## src/rtl/spf_pkg.sv

```systemverilog
package spf_pkg;
  localparam int BYTE_W     = 8;
  localparam int ADDR_BYTES = 3;
  // Command bytes sent to the flash
  localparam logic [BYTE_W-1:0] OPC_WREN = 8'h06;
  localparam logic [BYTE_W-1:0] OPC_PROG = 8'h02;
  localparam logic [BYTE_W-1:0] OPC_RDSR = 8'h05;
  localparam logic [BYTE_W-1:0] OPC_FILL = 8'h00;
  // The busy flag is status bit 0, i.e. the last bit shifted in per byte

  typedef enum logic [3:0] {
    ST_IDLE,
    ST_WEN_OP,
    ST_WEN_BIT,
    ST_GAP_A,
    ST_PP_OP,
    ST_PP_HDR,
    ST_PP_REQ,
    ST_PP_BIT,
    ST_GAP_B,
    ST_RS_OP,
    ST_RS_CMD,
    ST_RS_POLL
  } spf_state_e;
endpackage

```

## src/rtl/spf_down_counter.sv

```systemverilog
module spf_down_counter #(
  parameter int W = 8
) (
  input  logic         clk,
  input  logic         rst_n,
  input  logic         load_i,
  input  logic [W-1:0] value_i,
  input  logic         en_i,
  output logic         zero_o
);
  logic [W-1:0] cnt_q, cnt_d;

  always_comb begin
    cnt_d = cnt_q;
    if (load_i) begin
      cnt_d = value_i;
    end else if (en_i && (cnt_q != '0)) begin
      cnt_d = cnt_q - W'(1);
    end
  end

  always_ff @(posedge clk or negedge rst_n) begin
    if (!rst_n) begin
      cnt_q <= '0;
    end else begin
      cnt_q <= cnt_d;
    end
  end

  assign zero_o = (cnt_q == '0);
endmodule

```

## src/rtl/spf_bit_engine.sv

```systemverilog
module spf_bit_engine #(
  parameter int WORD_W = 8,
  localparam int CW = $clog2(WORD_W)
) (
  input  logic              clk,
  input  logic              rst_n,
  input  logic              load_i,
  input  logic [WORD_W-1:0] data_i,
  output logic              sck_o,
  output logic              mosi_o,
  output logic              last_o
);
  logic [WORD_W-1:0] sr_q, sr_d;
  logic [CW-1:0]     cnt_q, cnt_d;
  logic              ph_q, ph_d;
  logic              act_q, act_d;
  logic              sck_q, sck_d;

  always_comb begin
    sr_d  = sr_q;
    cnt_d = cnt_q;
    ph_d  = ph_q;
    act_d = act_q;
    sck_d = sck_q;
    if (act_q) begin
      if (!ph_q) begin
        sck_d = 1'b1;
        ph_d  = 1'b1;
      end else begin
        sck_d = 1'b0;
        ph_d  = 1'b0;
        sr_d  = {sr_q[WORD_W-2:0], 1'b0};
        if (cnt_q == '0) begin
          act_d = 1'b0;
        end else begin
          cnt_d = cnt_q - CW'(1);
        end
      end
    end
    if (load_i) begin
      sr_d  = data_i;
      cnt_d = CW'(WORD_W - 1);
      ph_d  = 1'b0;
      act_d = 1'b1;
    end
  end

  always_ff @(posedge clk or negedge rst_n) begin
    if (!rst_n) begin
      sr_q  <= '0;
      cnt_q <= '0;
      ph_q  <= 1'b0;
      act_q <= 1'b0;
      sck_q <= 1'b0;
    end else begin
      sr_q  <= sr_d;
      cnt_q <= cnt_d;
      ph_q  <= ph_d;
      act_q <= act_d;
      sck_q <= sck_d;
    end
  end

  assign sck_o  = sck_q;
  assign mosi_o = sr_q[WORD_W-1];
  assign last_o = act_q & ph_q & (cnt_q == '0);
endmodule

```

## src/rtl/spf_seq_ctrl.sv

```systemverilog
module spf_seq_ctrl
  import spf_pkg::*;
#(
  parameter int PAGE_BYTES = 256,
  localparam int CNT_W  = $clog2(PAGE_BYTES) + 1,
  localparam int ADDR_W = ADDR_BYTES * BYTE_W,
  localparam int HIDX_W = $clog2(ADDR_BYTES + 1)
) (
  input  logic              clk,
  input  logic              rst_n,
  input  logic              start_i,
  input  logic [ADDR_W-1:0] addr_i,
  input  logic [CNT_W-1:0]  count_i,
  input  logic              vld_i,
  input  logic [BYTE_W-1:0] data_i,
  input  logic              miso_i,
  input  logic              eng_last_i,
  input  logic              gap_zero_i,
  input  logic              to_zero_i,
  output logic              eng_load_o,
  output logic [BYTE_W-1:0] eng_data_o,
  output logic              gap_load_o,
  output logic              to_load_o,
  output logic              req_o,
  output logic              cs_n_o,
  output logic              busy_o,
  output logic              done_o,
  output logic              errc_o,
  output logic              errt_o
);
  spf_state_e        st_q, st_d;
  logic [ADDR_W-1:0] addr_q, addr_d;
  logic [CNT_W-1:0]  cnt_q, cnt_d;
  logic [CNT_W-1:0]  sent_q, sent_d;
  logic [HIDX_W-1:0] hidx_q, hidx_d;
  logic              cs_q, cs_d;
  logic              busy_q, busy_d;
  logic              done_q, done_d;
  logic              errc_q, errc_d;
  logic              errt_q, errt_d;

  always_comb begin
    st_d       = st_q;
    addr_d     = addr_q;
    cnt_d      = cnt_q;
    sent_d     = sent_q;
    hidx_d     = hidx_q;
    cs_d       = cs_q;
    busy_d     = busy_q;
    done_d     = 1'b0;
    errc_d     = 1'b0;
    errt_d     = 1'b0;
    eng_load_o = 1'b0;
    eng_data_o = OPC_FILL;
    gap_load_o = 1'b0;
    to_load_o  = 1'b0;
    req_o      = 1'b0;
    case (st_q)
      ST_IDLE: begin
        if (start_i) begin
          if ((count_i == '0) || (count_i > CNT_W'(PAGE_BYTES))) begin
            done_d = 1'b1;
            errc_d = 1'b1;
          end else begin
            addr_d = addr_i;
            cnt_d  = count_i;
            sent_d = '0;
            busy_d = 1'b1;
            cs_d   = 1'b0;
            st_d   = ST_WEN_OP;
          end
        end
      end
      ST_WEN_OP: begin
        eng_load_o = 1'b1;
        eng_data_o = OPC_WREN;
        st_d       = ST_WEN_BIT;
      end
      ST_WEN_BIT: begin
        if (eng_last_i) begin
          cs_d       = 1'b1;
          gap_load_o = 1'b1;
          st_d       = ST_GAP_A;
        end
      end
      ST_GAP_A: begin
        if (gap_zero_i) begin
          cs_d = 1'b0;
          st_d = ST_PP_OP;
        end
      end
      ST_PP_OP: begin
        eng_load_o = 1'b1;
        eng_data_o = OPC_PROG;
        hidx_d     = '0;
        st_d       = ST_PP_HDR;
      end
      ST_PP_HDR: begin
        if (eng_last_i) begin
          if (hidx_q == HIDX_W'(ADDR_BYTES)) begin
            st_d = ST_PP_REQ;
          end else begin
            eng_load_o = 1'b1;
            eng_data_o = addr_q[ADDR_W-1 -: BYTE_W];
            addr_d     = addr_q << BYTE_W;
            hidx_d     = hidx_q + HIDX_W'(1);
          end
        end
      end
      ST_PP_REQ: begin
        req_o = 1'b1;
        if (vld_i) begin
          eng_load_o = 1'b1;
          eng_data_o = data_i;
          sent_d     = sent_q + CNT_W'(1);
          st_d       = ST_PP_BIT;
        end
      end
      ST_PP_BIT: begin
        if (eng_last_i) begin
          if (sent_q == cnt_q) begin
            cs_d       = 1'b1;
            gap_load_o = 1'b1;
            st_d       = ST_GAP_B;
          end else begin
            st_d = ST_PP_REQ;
          end
        end
      end
      ST_GAP_B: begin
        if (gap_zero_i) begin
          cs_d = 1'b0;
          st_d = ST_RS_OP;
        end
      end
      ST_RS_OP: begin
        eng_load_o = 1'b1;
        eng_data_o = OPC_RDSR;
        st_d       = ST_RS_CMD;
      end
      ST_RS_CMD: begin
        if (eng_last_i) begin
          eng_load_o = 1'b1;
          to_load_o  = 1'b1;
          st_d       = ST_RS_POLL;
        end
      end
      ST_RS_POLL: begin
        if (eng_last_i) begin
          if (!miso_i || to_zero_i) begin
            cs_d   = 1'b1;
            busy_d = 1'b0;
            done_d = 1'b1;
            errt_d = miso_i;
            st_d   = ST_IDLE;
          end else begin
            eng_load_o = 1'b1;
          end
        end
      end
      default: st_d = ST_IDLE;
    endcase
  end

  always_ff @(posedge clk or negedge rst_n) begin
    if (!rst_n) begin
      st_q   <= ST_IDLE;
      addr_q <= '0;
      cnt_q  <= '0;
      sent_q <= '0;
      hidx_q <= '0;
      cs_q   <= 1'b1;
      busy_q <= 1'b0;
      done_q <= 1'b0;
      errc_q <= 1'b0;
      errt_q <= 1'b0;
    end else begin
      st_q   <= st_d;
      addr_q <= addr_d;
      cnt_q  <= cnt_d;
      sent_q <= sent_d;
      hidx_q <= hidx_d;
      cs_q   <= cs_d;
      busy_q <= busy_d;
      done_q <= done_d;
      errc_q <= errc_d;
      errt_q <= errt_d;
    end
  end

  assign cs_n_o = cs_q;
  assign busy_o = busy_q;
  assign done_o = done_q;
  assign errc_o = errc_q;
  assign errt_o = errt_q;
endmodule

```

## src/rtl/spf_page_writer.sv

```systemverilog
module spf_page_writer
  import spf_pkg::*;
#(
  parameter int PAGE_BYTES  = 256,
  parameter int GAP_CYC     = 4,
  parameter int TIMEOUT_CYC = 1000000,
  localparam int CNT_W  = $clog2(PAGE_BYTES) + 1,
  localparam int ADDR_W = ADDR_BYTES * BYTE_W
) (
  input  logic              clk,
  input  logic              rst_n,
  input  logic              start,
  input  logic [ADDR_W-1:0] start_addr,
  input  logic [CNT_W-1:0]  byte_count,
  output logic              src_req,
  input  logic              src_vld,
  input  logic [BYTE_W-1:0] src_data,
  output logic              spi_cs_n,
  output logic              spi_sck,
  output logic              spi_mosi,
  input  logic              spi_miso,
  output logic              busy,
  output logic              done,
  output logic              err_count,
  output logic              err_timeout
);
  localparam int GAP_W = $clog2(GAP_CYC + 1);
  localparam int TO_W  = $clog2(TIMEOUT_CYC + 1);

  logic [1:0]        rsync_q;
  logic              rst_int_n;
  logic              eng_load, eng_last;
  logic [BYTE_W-1:0] eng_data;
  logic              gap_load, gap_zero;
  logic              to_load, to_zero;

  always_ff @(posedge clk or negedge rst_n) begin
    if (!rst_n) begin
      rsync_q <= 2'b00;
    end else begin
      rsync_q <= {rsync_q[0], 1'b1};
    end
  end
  assign rst_int_n = rsync_q[1];

  spf_bit_engine #(.WORD_W(BYTE_W)) u_eng (
    .clk    (clk),
    .rst_n  (rst_int_n),
    .load_i (eng_load),
    .data_i (eng_data),
    .sck_o  (spi_sck),
    .mosi_o (spi_mosi),
    .last_o (eng_last)
  );

  spf_down_counter #(.W(GAP_W)) u_gap (
    .clk     (clk),
    .rst_n   (rst_int_n),
    .load_i  (gap_load),
    .value_i (GAP_W'(GAP_CYC - 1)),
    .en_i    (1'b1),
    .zero_o  (gap_zero)
  );

  spf_down_counter #(.W(TO_W)) u_tmo (
    .clk     (clk),
    .rst_n   (rst_int_n),
    .load_i  (to_load),
    .value_i (TO_W'(TIMEOUT_CYC)),
    .en_i    (1'b1),
    .zero_o  (to_zero)
  );

  spf_seq_ctrl #(.PAGE_BYTES(PAGE_BYTES)) u_ctrl (
    .clk        (clk),
    .rst_n      (rst_int_n),
    .start_i    (start),
    .addr_i     (start_addr),
    .count_i    (byte_count),
    .vld_i      (src_vld),
    .data_i     (src_data),
    .miso_i     (spi_miso),
    .eng_last_i (eng_last),
    .gap_zero_i (gap_zero),
    .to_zero_i  (to_zero),
    .eng_load_o (eng_load),
    .eng_data_o (eng_data),
    .gap_load_o (gap_load),
    .to_load_o  (to_load),
    .req_o      (src_req),
    .cs_n_o     (spi_cs_n),
    .busy_o     (busy),
    .done_o     (done),
    .errc_o     (err_count),
    .errt_o     (err_timeout)
  );
endmodule

```

## config.mk

```make
export PLATFORM = sky130hd
export DESIGN_NAME = spf_page_writer
export DESIGN_NICKNAME = d
export VERILOG_FILES = /design/src/rtl/spf_pkg.sv /design/src/rtl/spf_down_counter.sv /design/src/rtl/spf_bit_engine.sv /design/src/rtl/spf_seq_ctrl.sv /design/src/rtl/spf_page_writer.sv
export SDC_FILE = /design/constraint.sdc
export NUM_CORES = 1
export LEC_CHECK = 0
export ABC_CLOCK_PERIOD_IN_PS = 3900
export BUFFER_PORTS_ARGS = -buffer_cell sky130_fd_sc_hd__buf_4
export CAP_MARGIN = 20
export CORE_UTILIZATION = 30
export CTS_BUF_LIST = sky130_fd_sc_hd__clkbuf_16
export CTS_CLUSTER_SIZE = 16
export DETAILED_ROUTE_END_ITERATION = 8
export PLACE_DENSITY = 0.44
export SYNTH_ARGS = -nofsm -noshare
export SYNTH_HDL_FRONTEND = slang
export SYNTH_HIERARCHICAL = 1
export SYNTH_SLANG_ARGS = --single-unit
```

## constraint.sdc

```tcl
create_clock -name clk -period 3.9 [get_ports clk]
set_input_delay 0.39 -clock clk [delete_from_list [all_inputs] [get_ports clk]]
set_output_delay 0.39 -clock clk [all_outputs]
set_load 0.005 [all_outputs]
```

# After elaboration in Yosys (flattened, before gate mapping)
# Index checks and enable logic that the tools add are counted.
[op_classes] addsub=5 n_lt_le_gt_ge=1 n_eq_ne=29 muxes=83 bitwise=3 reduce_logical=30
[ops] cell="2-to-1 mux 24 bit" n=4
[ops] cell="2-to-1 mux 4 bit" n=13
[ops] cell="2-to-1 mux 8 bit" n=6
[ops] cell="one-hot mux 24 bit (2 select lines)" n=1
[ops] cell="one-hot mux 4 bit (12 select lines)" n=1
[ops] cell="2-to-1 mux 20 bit" n=2
[ops] cell="one-hot mux 8 bit (5 select lines)" n=1
[ops] cell="2-to-1 mux 1 bit" n=37
[ops] cell="2-to-1 mux 9 bit" n=3
[ops] cell="!= test 2 bit, second input constant" n=12
[ops] cell="logical NOT 20 bit" n=1
[ops] cell="nonzero test 20 bit" n=1
[ops] cell="subtractor 20 x 1 -> 20 bit, second input constant" n=1
[ops] cell="2-to-1 mux 3 bit" n=6
[ops] cell="one-hot mux 9 bit (2 select lines)" n=1
[ops] cell="equality test 4 x 3 -> 1 bit, second input constant" n=4
[ops] cell="equality test 4 bit, second input constant" n=4
[ops] cell="nonzero test 2 bit" n=8
[ops] cell="AND reduction 12 bit" n=1
[ops] cell="one-hot mux 1 bit (5 select lines)" n=2
[ops] cell="AND reduction 5 bit" n=2
[ops] cell="adder 9 x 1 -> 9 bit, second input constant" n=1
[ops] cell="equality test 9 bit" n=1
[ops] cell="greater-than comparator 9 bit, second input constant" n=1
[ops] cell="other kinds (24)" n=37
[totals] ff_bits=92 in_bits=46 output_inout_bits=8 elab_cells=169

# Logic depth before layout (Yosys ltp)
[depth] ltp_word=7 depth_mapped=13 ltp_nobuf=12

# Cells and area by module
# Netlist, hierarchy kept.
[modules_own_cells] module="spf_seq_ctrl" n_inst=1 cells_per_inst=275 area_per_inst_um2=2997.9
[modules_own_cells] module="spf_down_counter at u_tmo" n_inst=1 cells_per_inst=165 area_per_inst_um2=1411.4
[modules_own_cells] module="spf_bit_engine" n_inst=1 cells_per_inst=64 area_per_inst_um2=669.4
[modules_own_cells] module="spf_down_counter at u_gap" n_inst=1 cells_per_inst=19 area_per_inst_um2=207.7
[modules_own_cells] module="spf_page_writer" n_inst=1 cells_per_inst=4 area_per_inst_um2=57.6

# Worst setup path after synthesis
# Ideal clock, no wire load.
[synth_timing] path_kind="register to register" startpoint="register u_tmo.cnt_q[6]" endpoint="register u_ctrl.st_q[0]" setup_time_ns=0.125 arrival_time_ns=2.941 required_ns=3.775 path_slack_ns=0.835 path_stages_with_launch=11 path_buffers=2 period_less_slack_ns=3.065 cell_sequence="dfrtp_1 -> or4_1 -> buf_2 -> or4_1 -> buf_2 -> nor3_2 -> nand4b_1 -> o31a_1 -> o32ai_1 -> nor3_2 -> mux2_2"
[synth_via] elab_chain_len=4
[synth_lines] item="from (decl)" line="spf_down_counter.sv:11" text="logic [W-1:0] cnt_q, cnt_d;"
[synth_lines] item="from (signal assigned)" line="spf_down_counter.sv:26" text="cnt_q <= cnt_d;"
[synth_lines] item="logical NOT 20 bit" line="spf_down_counter.sv:30" text="assign zero_o = (cnt_q == '0);"
[synth_lines] item="net to_zero" line="spf_page_writer.sv:35" text="logic to_load, to_zero;"
[synth_lines] item="logical OR 1 bit" line="spf_seq_ctrl.sv:150" text="if (!miso_i || to_zero_i) begin"
[synth_lines] item="!= test 2 x 1 -> 1 bit (no source line)"
[synth_lines] item="AND reduction 12 bit (no source line)"
[synth_lines] item="to (signal assigned)" line="spf_seq_ctrl.sv:178" text="st_q <= st_d;"
[synth_lines] item="to (decl)" line="spf_seq_ctrl.sv:31" text="spf_state_e st_q, st_d;"
# The timed path passes the listed nets, and every way through them passes these cells.
# A chain may end at the register's enable or synchronous reset.

# Worst setup path after layout
# Ends and elaborated chain as after synthesis.

==> summary.md <==
| Metric | Value |
|---|---|
| Status | `finished clean` |
| Cell taking the most area after synthesis | `dfrtp_1` |
| Post-synth EDFFs | `0` |
| Final count of hold timing violations | `0` |
| Drc violations | `0` |
| Final WL | `12,500 um` |
| Max clock buf depth | `2` |
| Port bufs | `53` |
| DP Area | `0.00610 mm^2` |
| Post-synth top flop | `dfrtp_1` |
| Die outline width | `135 um` |
| Slew margin rel. | `0.487` |
| Pre-antenna DRT Iters | `4` |
| Area delta synth->final | `20.3%` |
| PwrDens | `346 mW/mm^2` |
| Number of global-route vias before repair | `4,141` |
| # nets final | `660` |
| Crit Path Class | `reg -> reg` |
| Clock-pin slew on the worst setup and hold paths | `0.07 ns` |
| Final setup viols | `0` |
| Clock sinks | `92` |
| Setup Fix Bufs, Post-CTS | `0` |
| Commonest non-fill, non-tap cell in the layout | `dfrtp_1` |
| Fillers | `1,715` |
| Asr flop ratio synth | `1.00` |
| Max Clock Freq | `0.329 GHz` |
| Post-DR wirelength/cell | `14.9 um` |
| CP required | `4.13 ns` |
| HPWL after DPL | `8700 um` |
| Die Height | `135 um` |
| Setup_tns | `0 ns` |
| Post-synthesis cell count | `527` |
| Vias | `4,225` |
| FP Rows | `48` |
| H-tree levels | `3` |
| Worst-case clock skew | `0.00927 ns` |
| Static Leak | `2.78 nW` |
| Share of cells above drive strength 1 | `0.244` |
| Area of the die | `0.0184 mm^2` |
| Least-Margin Pin Slew | `0.769 ns` |
| Gpl congestion | `0.731` |
| Critical path launch point type | `flip-flop` |
| Crit. End Element | `flip-flop` |
| Worst vdd ir | `0.000192 V` |
| Crit Reg-Reg Endpoint | `u_ctrl/st_q[0]` |
| CP Max Fanout | `7` |
| Max cap viols | `0` |
| Clock Latency Late Sink | `0.35 ns` |
| Tmin final | `3.04 ns` |
| Synthesized area per cell | `10.1 um^2` |
| Vias/cell | `5.06` |
| Initial Util | `0.308` |
| Design area | `0.00643 mm^2` |
| Post-synth top area share | `0.426` |
| Count of pins over their slew limit | `0` |
| Final Cycle Share | `0.780` |
| DR iter-0 viols | `149` |
| Core area | `0.0174 mm^2` |
| Synthesized area | `0.00534 mm^2` |
| Worst path arrival time | `3.28 ns` |
| Worst reg-to-reg setup slack | `0.86 ns` |
| Num CTS Buffers | `9` |
| Grt ovf | `0` |
| Initial antenna violation count | `0` |
| Routed Antenna Nets | `0` |
| Pin count of the biggest net entering global routing | `75` |
| I/O pin count | `54` |
| Synth Register Bits | `92` |
| Reg-to-Reg Start | `u_tmo/cnt_q[6]` |
| Yosys warns | `6` |
| Synth area leaders | `dfrtp_1, mux2_2, nand2_1` |
| Worst Hold Class | `reg -> async` |
| Ant diodes | `0` |
| First-pass GRT wire length | `20,700 um` |
| CTS root buffer | `clkbuf_16` |
| RSZ-0062 raised after global routing | `no` |
| GRT Total Usage | `0.144` |
| Count of cell types in the netlist | `80` |
| Sequential area share after synthesis | `0.431` |
| CTS tree | `yes` |
| Most frequent cells in the layout | `dfrtp_1, buf_4, mux2_2, nand2_1, conb_1` |
| Cells on worst reg2reg path | `8` |
[worst max path at each step]
stage | slack [ns] | to | from
2_1_floorplan | 0.83 | u_ctrl/st_q[0] | u_tmo/cnt_q[6]
3_3_place_gp | 0.96 | u_ctrl/st_q[0] | u_tmo/cnt_q[11]
3_5_place_dp | 0.90 | u_ctrl/st_q[0] | u_tmo/cnt_q[6]
4_1_cts | 0.87 | u_ctrl/st_q[0] | u_tmo/cnt_q[6]
5_1_grt | 0.69 | u_ctrl/st_q[0] | u_tmo/cnt_q[6]
6_report | 0.86 | u_ctrl/st_q[0] | u_tmo/cnt_q[6]
[critical path, cell delays in order (launching register included)]
cell      delay, ns
dfrtp_1        0.40
or4_1          0.67
or4_1          0.50
nor3_2         0.15
nand4b_1       0.18
o31a_1         0.16
o32ai_1        0.17
nor3_2         0.32
mux2_2         0.36
[metrics by stage]
stage	cells	util	total power (W)	hold WS, ns	setup slack, ns
6_report	835	0.370	0.00223	0.281	0.858
2_1_floorplan	560	-	0.00126	0.0944	0.835
4_1_cts	834	0.369	0.00227	0.269	0.871
3_5_place_dp	818	0.351	0.00137	0.173	0.897
5_1_grt	835	0.370	0.00235	0.276	0.689
3_3_place_gp	818	0.351	0.00135	0.173	0.964
[per-layer routing]
metal / global-route usage / wire (um) / up-vias
li1: - / - / 2085
met1: 0.201 / 6170 / 2066
met5: 0 / 0 / -
met4: 0.0562 / 165 / 0
met2: 0.221 / 5720 / 60
met3: 0.0243 / 431 / 14
[area by class of cell]
type	count	area [um^2]	share of cell area
sequential	92	2310	0.359
clock inverter	6	66.3	0.0103
timing repair buffer	66	518	0.0806
multi-input combinational	419	2960	0.461
tap	225	282	0.0438
clock buffer	9	225	0.0350
inverter	18	67.6	0.0105
[synthesized netlist by cell type, drive strengths merged (4+ instances only)]
cell type / number
a221o: 6
mux2: 50
a22oi: 5
dfrtp: 91
nand4: 8
o41ai: 4
ha: 8
a22o: 6
nor2b: 18
nand2: 43
nor4b: 5
inv: 17
or2: 4
a31oi: 5
xnor2: 9
nor2: 31
and2: 7
nand3: 12
or4: 9
nor3: 11
o21ai: 31
o31a: 5
buf: 11
o311ai: 5
nor4: 11
clkbuf: 20
mux2i: 10
xor2: 7
nand2b: 7
a21oi: 9
[power breakdown]
group          internal (W)  switching [W]
Sequential          0.00101      0.0000511
Combinational      0.000148       0.000138
Clock              0.000495       0.000384
Total               0.00165       0.000574
[sequential cells by signal, indices dropped and copies added, names as in the netlist, 2 cells and up]
register	flops
u_ctrl/addr_q	24
u_tmo/cnt_q	20
u_ctrl/cnt_q	9
u_ctrl/sent_q	9
u_eng/sr_q	8
u_ctrl/st_q	4
u_eng/cnt_q	3
u_gap/cnt_q	3
rsync_q	2
u_ctrl/hidx_q	2
[repair_timing]
item                      4_1_cts  5_1_grt
hold endpoints to repair        2        0
resized for setup               0        0
hold buffers                    1        0
[kinds of logic after synthesis]
| family | Yosys count | synth area share |
|---|---|---|
| adder cells (fa/ha/maj) | 8 | 0.0187 |
| AND/OR/NAND/NOR | 186 | 0.197 |
| buffers and inverters | 49 | 0.0414 |
| AO/OA/AOI/OAI | 114 | 0.160 |
| flip-flops | 92 | 0.431 |
| other | 2 | 0.00141 |
| XOR/XNOR | 16 | 0.0262 |
| multiplexers | 60 | 0.124 |
Note: power is estimated with default switching activity, not from simulation.
